===== src/rtl/mrs_seq_pkg.sv =====
package mrs_seq_pkg;

   localparam int unsigned SET_LEN   = 3;
   localparam int unsigned SET_COUNT = 2;
   localparam int unsigned STEPS     = SET_LEN * SET_COUNT;
   localparam int unsigned STEP_W    = $clog2(STEPS);

   typedef struct packed {
      logic ras_n;
      logic cas_n;
      logic we_n;
   } sdr_cmd_t;

   localparam sdr_cmd_t CMD_DESELECT  = '{ras_n: 1'b1, cas_n: 1'b1, we_n: 1'b1};
   localparam sdr_cmd_t CMD_LOAD_MODE = '{ras_n: 1'b0, cas_n: 1'b0, we_n: 1'b0};

   typedef enum logic {
      SET_BASE = 1'b0,
      SET_EXT  = 1'b1
   } set_kind_e;

endpackage


===== src/rtl/mrs_step_ctr.sv =====
module mrs_step_ctr
   import mrs_seq_pkg::*;
(
   input  logic              clk,
   input  logic              rst_n,
   input  logic              start,
   output logic              busy,
   output logic [STEP_W-1:0] step,
   output logic              done
);

   localparam logic [STEP_W-1:0] LAST_STEP = STEP_W'(STEPS - 1);

   always_ff @(posedge clk) begin
      if (!rst_n) begin
         busy <= 1'b0;
         step <= '0;
         done <= 1'b0;
      end else begin
         done <= 1'b0;
         if (busy) begin
            if (step == LAST_STEP) begin
               busy <= 1'b0;
               step <= '0;
               done <= 1'b1;
            end else begin
               step <= step + 1'b1;
            end
         end else if (start) begin
            busy <= 1'b1;
            step <= '0;
         end
      end
   end

   // the step index never leaves the six-cycle window
   p_step_range_r6: assert property (@(posedge clk) disable iff (!rst_n)
      busy |-> (step <= LAST_STEP));

   // done lasts one cycle
   p_done_pulse_r7: assert property (@(posedge clk) disable iff (!rst_n)
      done |=> !done);

   // done follows the end of busy
   p_done_end_r7: assert property (@(posedge clk) disable iff (!rst_n)
      done |-> (!busy && $past(busy)));

   // an accepted start begins at step zero
   p_start_step_r2: assert property (@(posedge clk) disable iff (!rst_n)
      (start && !busy) |=> (busy && step == '0));

endmodule


===== src/rtl/mrs_cmd_decode.sv =====
module mrs_cmd_decode
   import mrs_seq_pkg::*;
#(
   parameter int unsigned ADDR_W = 13,
   parameter int unsigned BANK_W = 2
) (
   input  logic              busy,
   input  logic [STEP_W-1:0] step,
   input  logic [ADDR_W-1:0] mode_q,
   input  logic [ADDR_W-1:0] ext_q,
   output logic              issue,
   output sdr_cmd_t          cmd,
   output logic [ADDR_W-1:0] addr,
   output logic [BANK_W-1:0] bank
);

   localparam logic [STEP_W-1:0] EXT_FIRST = STEP_W'(SET_LEN);

   set_kind_e         kind;
   logic [STEP_W-1:0] offset;

   always_comb begin
      kind   = (step >= EXT_FIRST) ? SET_EXT : SET_BASE;
      offset = (kind == SET_EXT) ? (step - EXT_FIRST) : step;
      issue  = busy && (offset == '0);
      cmd    = issue ? CMD_LOAD_MODE : CMD_DESELECT;
      addr   = '0;
      bank   = '0;
      if (issue) begin
         addr = (kind == SET_EXT) ? ext_q : mode_q;
         bank = BANK_W'(kind == SET_EXT);
      end
   end

endmodule


===== src/rtl/mrs_cs_gen.sv =====
module mrs_cs_gen #(
   parameter int unsigned NUM_CH      = 4,
   parameter int unsigned CH_W        = 2,
   parameter bit          SHIFT_DECODE = 1'b0
) (
   input  logic              issue,
   input  logic [CH_W-1:0]   ch,
   output logic [NUM_CH-1:0] cs_n
);

   if (SHIFT_DECODE) begin : g_shift
      logic [NUM_CH-1:0] sel;
      assign sel  = issue ? (NUM_CH'(1) << ch) : '0;
      assign cs_n = ~sel;
   end else begin : g_compare
      for (genvar i = 0; i < NUM_CH; i++) begin : g_ch
         assign cs_n[i] = ~(issue && (ch == CH_W'(i)));
      end
   end

endmodule


===== src/rtl/mrs_seq_top.sv =====
module mrs_seq_top
   import mrs_seq_pkg::*;
#(
   parameter int unsigned NUM_CH       = 4,
   parameter int unsigned ADDR_W       = 13,
   parameter int unsigned BANK_W       = 2,
   parameter bit          SHIFT_DECODE = 1'b0,
   localparam int unsigned CH_W        = (NUM_CH > 1) ? $clog2(NUM_CH) : 1
) (
   input  logic              clk,
   input  logic              rst_n,
   input  logic              wr_stb,
   input  logic [CH_W-1:0]   wr_ch,
   input  logic [ADDR_W-1:0] mode_val,
   input  logic [ADDR_W-1:0] ext_val,
   output logic [NUM_CH-1:0] cs_n,
   output logic              ras_n,
   output logic              cas_n,
   output logic              we_n,
   output logic [ADDR_W-1:0] addr,
   output logic [BANK_W-1:0] bank,
   output logic              busy,
   output logic              done
);

   if (NUM_CH < 1) begin : g_bad_ch
      $error("NUM_CH must be at least 1");
   end
   if (BANK_W < 1) begin : g_bad_bank
      $error("BANK_W must be at least 1");
   end
   if (ADDR_W < 1) begin : g_bad_addr
      $error("ADDR_W must be at least 1");
   end

   logic              accept;
   logic [CH_W-1:0]   ch_q;
   logic [ADDR_W-1:0] mode_q;
   logic [ADDR_W-1:0] ext_q;
   logic [STEP_W-1:0] step;
   logic              issue;
   sdr_cmd_t          cmd;

   assign accept = wr_stb && !busy;

   always_ff @(posedge clk) begin
      if (!rst_n) begin
         ch_q   <= '0;
         mode_q <= '0;
         ext_q  <= '0;
      end else if (accept) begin
         ch_q   <= wr_ch;
         mode_q <= mode_val;
         ext_q  <= ext_val;
      end
   end

   mrs_step_ctr u_ctr (
      .clk   (clk),
      .rst_n (rst_n),
      .start (wr_stb),
      .busy  (busy),
      .step  (step),
      .done  (done)
   );

   mrs_cmd_decode #(
      .ADDR_W (ADDR_W),
      .BANK_W (BANK_W)
   ) u_dec (
      .busy   (busy),
      .step   (step),
      .mode_q (mode_q),
      .ext_q  (ext_q),
      .issue  (issue),
      .cmd    (cmd),
      .addr   (addr),
      .bank   (bank)
   );

   mrs_cs_gen #(
      .NUM_CH       (NUM_CH),
      .CH_W         (CH_W),
      .SHIFT_DECODE (SHIFT_DECODE)
   ) u_cs (
      .issue (issue),
      .ch    (ch_q),
      .cs_n  (cs_n)
   );

   assign ras_n = cmd.ras_n;
   assign cas_n = cmd.cas_n;
   assign we_n  = cmd.we_n;

   // idle outputs hold deselect and a zero bus
   p_idle_quiet_r1: assert property (@(posedge clk) disable iff (!rst_n)
      !busy |-> ((&cs_n) && ras_n && cas_n && we_n && addr == '0 && bank == '0));

   // an accepted write issues the base load with its own data
   p_start_load_r2: assert property (@(posedge clk) disable iff (!rst_n)
      accept |=> (!ras_n && !cas_n && !we_n && bank == '0 && addr == $past(mode_val)));

   // each load-mode command is followed by a deselect
   p_dsl_follows_r3: assert property (@(posedge clk) disable iff (!rst_n)
      !ras_n |=> ((&cs_n) && ras_n && cas_n && we_n));

   // at most one channel selected
   p_one_chan_r5: assert property (@(posedge clk) disable iff (!rst_n)
      $onehot0(~cs_n));

   // a chip select only drops together with a command
   p_cs_with_cmd_r5: assert property (@(posedge clk) disable iff (!rst_n)
      ras_n |-> (&cs_n));

   // a strobe while busy leaves the latched target untouched
   p_hold_target_r8: assert property (@(posedge clk) disable iff (!rst_n)
      (busy && wr_stb) |=> ($stable(ch_q) && $stable(mode_q) && $stable(ext_q)));

   // the end of busy is always marked by done
   p_busy_end_r6: assert property (@(posedge clk) disable iff (!rst_n)
      $fell(busy) |-> done);

endmodule


===== config.mk =====
export PLATFORM = sky130hd
export DESIGN_NAME = mrs_seq_top
export DESIGN_NICKNAME = d
export VERILOG_FILES = /design/src/rtl/mrs_seq_pkg.sv /design/src/rtl/mrs_step_ctr.sv /design/src/rtl/mrs_cmd_decode.sv /design/src/rtl/mrs_cs_gen.sv /design/src/rtl/mrs_seq_top.sv
export SDC_FILE = /design/constraint.sdc
export NUM_CORES = 1
export LEC_CHECK = 0
export BUFFER_PORTS_ARGS = -buffer_cell sky130_fd_sc_hd__buf_2
export CORE_MARGIN = 5
export CORE_UTILIZATION = 45
export CTS_CLUSTER_SIZE = 25
export DETAILED_ROUTE_END_ITERATION = 10
export GPL_TIMING_DRIVEN = 0
export PLACE_DENSITY = 0.83
export SETUP_SLACK_MARGIN = 0.4
export SYNTH_ARGS = -nofsm -noshare
export SYNTH_HDL_FRONTEND = slang
export SYNTH_HIERARCHICAL = 1
export SYNTH_SLANG_ARGS = --single-unit

===== constraint.sdc =====
create_clock -name clk -period 3.4 [get_ports clk]
set_clock_uncertainty 0.1 [all_clocks]
set_input_delay 0.17 -clock clk [delete_from_list [all_inputs] [get_ports clk]]
set_output_delay 0.17 -clock clk [all_outputs]
set_load 0.02 [all_outputs]

==> flow_summary.toml <==
[outcome]
outcome = "completed"

[clock_network]
cts_inserted_buffers = 5
cts_setup_buffers = 0
clockBufferDepth = 2
path_clk_slew_ps = 60
insertion_delay_ps = 270
cts.sinks = 33
htree_levels = 2
cts_hold_buffers = 0
ctsResizeCount = 0
cts_tree = "built"
cts-root-buf = "clkbuf_8"

[drt]
drc = 0
viasPerCell = 4.77
wl_met2_um = 1780
met3WireLength_um = 225
m1WireLength_um = 1730
final_antenna_net_count = 0
wl_um = 3790
drt_iter0_drc = 54
vias = 1489
drtPass1Iterations = 4
dr.max_layer_used = "met4"
wl_per_cell_um = 12.2

[worst_setup_path]
slowest_delay_ps = 410
r2r_slack_ps = 2130
cpMaxStageDelayCell = "dfxtp_1"
cpMostUsedCell = "ha_1"
path_depth = 8
cp_cell_sequence = "ha_1, ha_1, a211oi_4, o221ai_2, buf_6, inv_1, or3b_1, buf_2"
crit_family = "compound AO/OA/AOI/OAI gates"
critPathMaxFanout = 12
r2r_end = "mode_q[2]$_SDFFE_PN0P_"
worstPathRequired_ps = 3130
cp-end-kind = "output pin"
r2r-start = "u_ctr/busy$_SDFF_PN0_"
worst_r2r_path_depth = 4
arrival_ps = 2510
critical_path.n_buffers_inverters = 3
worstSetupPathType = "reg2out"
cp-start-kind = "register"

[die]
die_h_um = 72.2
initial_utilization = 0.468
rows = 22
io_pins = 55
die_area_um2 = 5210
core_area_um2 = 3720
die_x_um = 72.2

[sta]
max_freq_mhz = 360
finalWorstSetupSlack_ps = 619
finalCritPeriodShare = 0.818
grt_setup_unrepaired = "false"
period_minus_slack_ps = 2780
hold_slack_ps = 36.3
hold_viol = 0
finalSetupTns_ps = 0
setup_viol = 0
drv_slew = 0

[min_path]
hp-class = "in2reg"
min_from = "mode_val[4]"
worstHoldEndpoint = "mode_q[4]$_SDFFE_PN0P_"
hold_depth = 3

[grt]
grt_pass1_wl_um = 6220
grt_max_degree = 13
track_usage = 0.149
grt_pass1_vias = 1428
antenna_found_initial = 0
grt_overflow = 0

[synthesis]
ys_types = 32
ys_warn_count = 6
syn_nets = 236
avgSynthCellArea_um2 = 8.57
yosys_register_bits = 33
syn_inst = 203
yosysSeqAreaShare = 0.380
syn_area_um2 = 1740

[pwr]
power.total_mw = 0.893
ir_drop_v = 0.000222
leakage_nw = 0.986
power.density_cell_area_nw_per_um2 = 412

[placement]
place.gp.congestion = 0.760
place_ws_ps = 889
placed_cells = 304
dpl_cell_area_um2 = 2060
io_buffer_count = 53
hpwl_um = 2980

[final_layout]
layout_common_cells = "84 x nand2_1, 58 x buf_2, 33 x dfxtp_1, 28 x mux2i_1, 8 x a21oi_2"
final_area_um2 = 2170
instances_no_fill = 312
fillers = 314
syn2layout_area_growth_pct = 24.5
layout_commonest_cell = "nand2_1"
drive_gt1_frac = 0.345
n_antenna_cell = 0
fin_nets = 296
finish.utilization = 0.583

[job]
maxCapViolCount = 0
-- report_power, final --
group	internal [mW]	switching (mW)	leakage (nW)	total, mW
Sequential	0.410	0.0181	0.271	0.428
Combinational	0.0710	0.0789	0.660	0.150
Clock	0.183	0.132	0.0542	0.315
Total	0.664	0.229	0.986	0.893
-- worst max path at each step --
stage	startpoint	end	slack, ps
detailed placement	u_ctr/step[0]$_SDFFE_PN0P_	cs_n[0]	890
finish	u_ctr/step[0]$_SDFFE_PN0P_	cs_n[0]	620
global route	u_ctr/step[0]$_SDFFE_PN0P_	cs_n[0]	460
global placement	u_ctr/step[0]$_SDFFE_PN0P_	cs_n[0]	920
floorplan	u_ctr/step[0]$_SDFFE_PN0P_	cs_n[0]	1090
CTS	u_ctr/step[0]$_SDFFE_PN0P_	cs_n[0]	590
-- kinds of logic after synthesis --
| group | Yosys count | synth area share |
|---|---|---|
| and+or+nand+nor | 98 | 0.248 |
| DFF | 33 | 0.380 |
| muxes | 29 | 0.168 |
| AOI/OAI and AO/OA | 21 | 0.0971 |
| buffers and inverters | 18 | 0.0856 |
| adders and majority gates | 2 | 0.0144 |
| other | 1 | 0.00216 |
| xor gates and xnor gates | 1 | 0.00504 |
-- registers in the layout (all words and copies together), names as in the netlist --
signal	count
ext_q	13
mode_q	13
u_ctr/step	3
ch_q	2
u_ctr/busy	1
u_ctr/done	1
-- cells in the mapped netlist (all sizes together) --
master | instances | area share
a211o | 1 | 0.0050
a211oi | 1 | 0.012
a21oi | 15 | 0.060
and3 | 2 | 0.0072
and3b | 1 | 0.0058
buf | 14 | 0.077
clkbuf | 1 | 0.0022
conb | 1 | 0.0022
dfxtp | 33 | 0.38
ha | 2 | 0.014
inv | 3 | 0.0065
mux2 | 1 | 0.0065
mux2i | 28 | 0.16
nand2 | 84 | 0.18
nand3 | 1 | 0.0029
nand3b | 2 | 0.0086
nand4b | 1 | 0.0050
nor2b | 2 | 0.012
nor3b | 1 | 0.0072
o21ai | 1 | 0.0029
o221ai | 1 | 0.0086
o22ai | 1 | 0.0036
o2bb2ai | 1 | 0.0050
or2 | 1 | 0.0036
or2b | 1 | 0.0050
or3b | 2 | 0.010
xnor2 | 1 | 0.0050
-- worst reg2reg max path: stages, from the launching register on --
cell and delay, ps:
dfxtp_1 410, nor2b_4 170, buf_12 160, buf_12 150, mux2i_1 210
-- area by class of cell --
| class | count | area (um^2) | share of cell area |
|---|---|---|---|
| inverters | 3 | 11.3 | 0.00520 |
| flip-flops and latches | 33 | 661 | 0.305 |
| plain buffers | 15 | 138 | 0.0635 |
| multi-input cells | 152 | 930 | 0.429 |
| clock buffers | 7 | 96.3 | 0.0445 |
| clock inverters | 1 | 5.00 | 0.00231 |
| well taps | 48 | 60.1 | 0.0277 |
| repair buffers | 53 | 265 | 0.122 |
-- per-layer routing --
metal | vias up | global-route usage
met5 | - | 0
met4 | 0 | 0.0564
met3 | 4 | 0.0471
met2 | 32 | 0.242
met1 | 666 | 0.184
li1 | 787 | -
(Power assumes the default switching activity.)
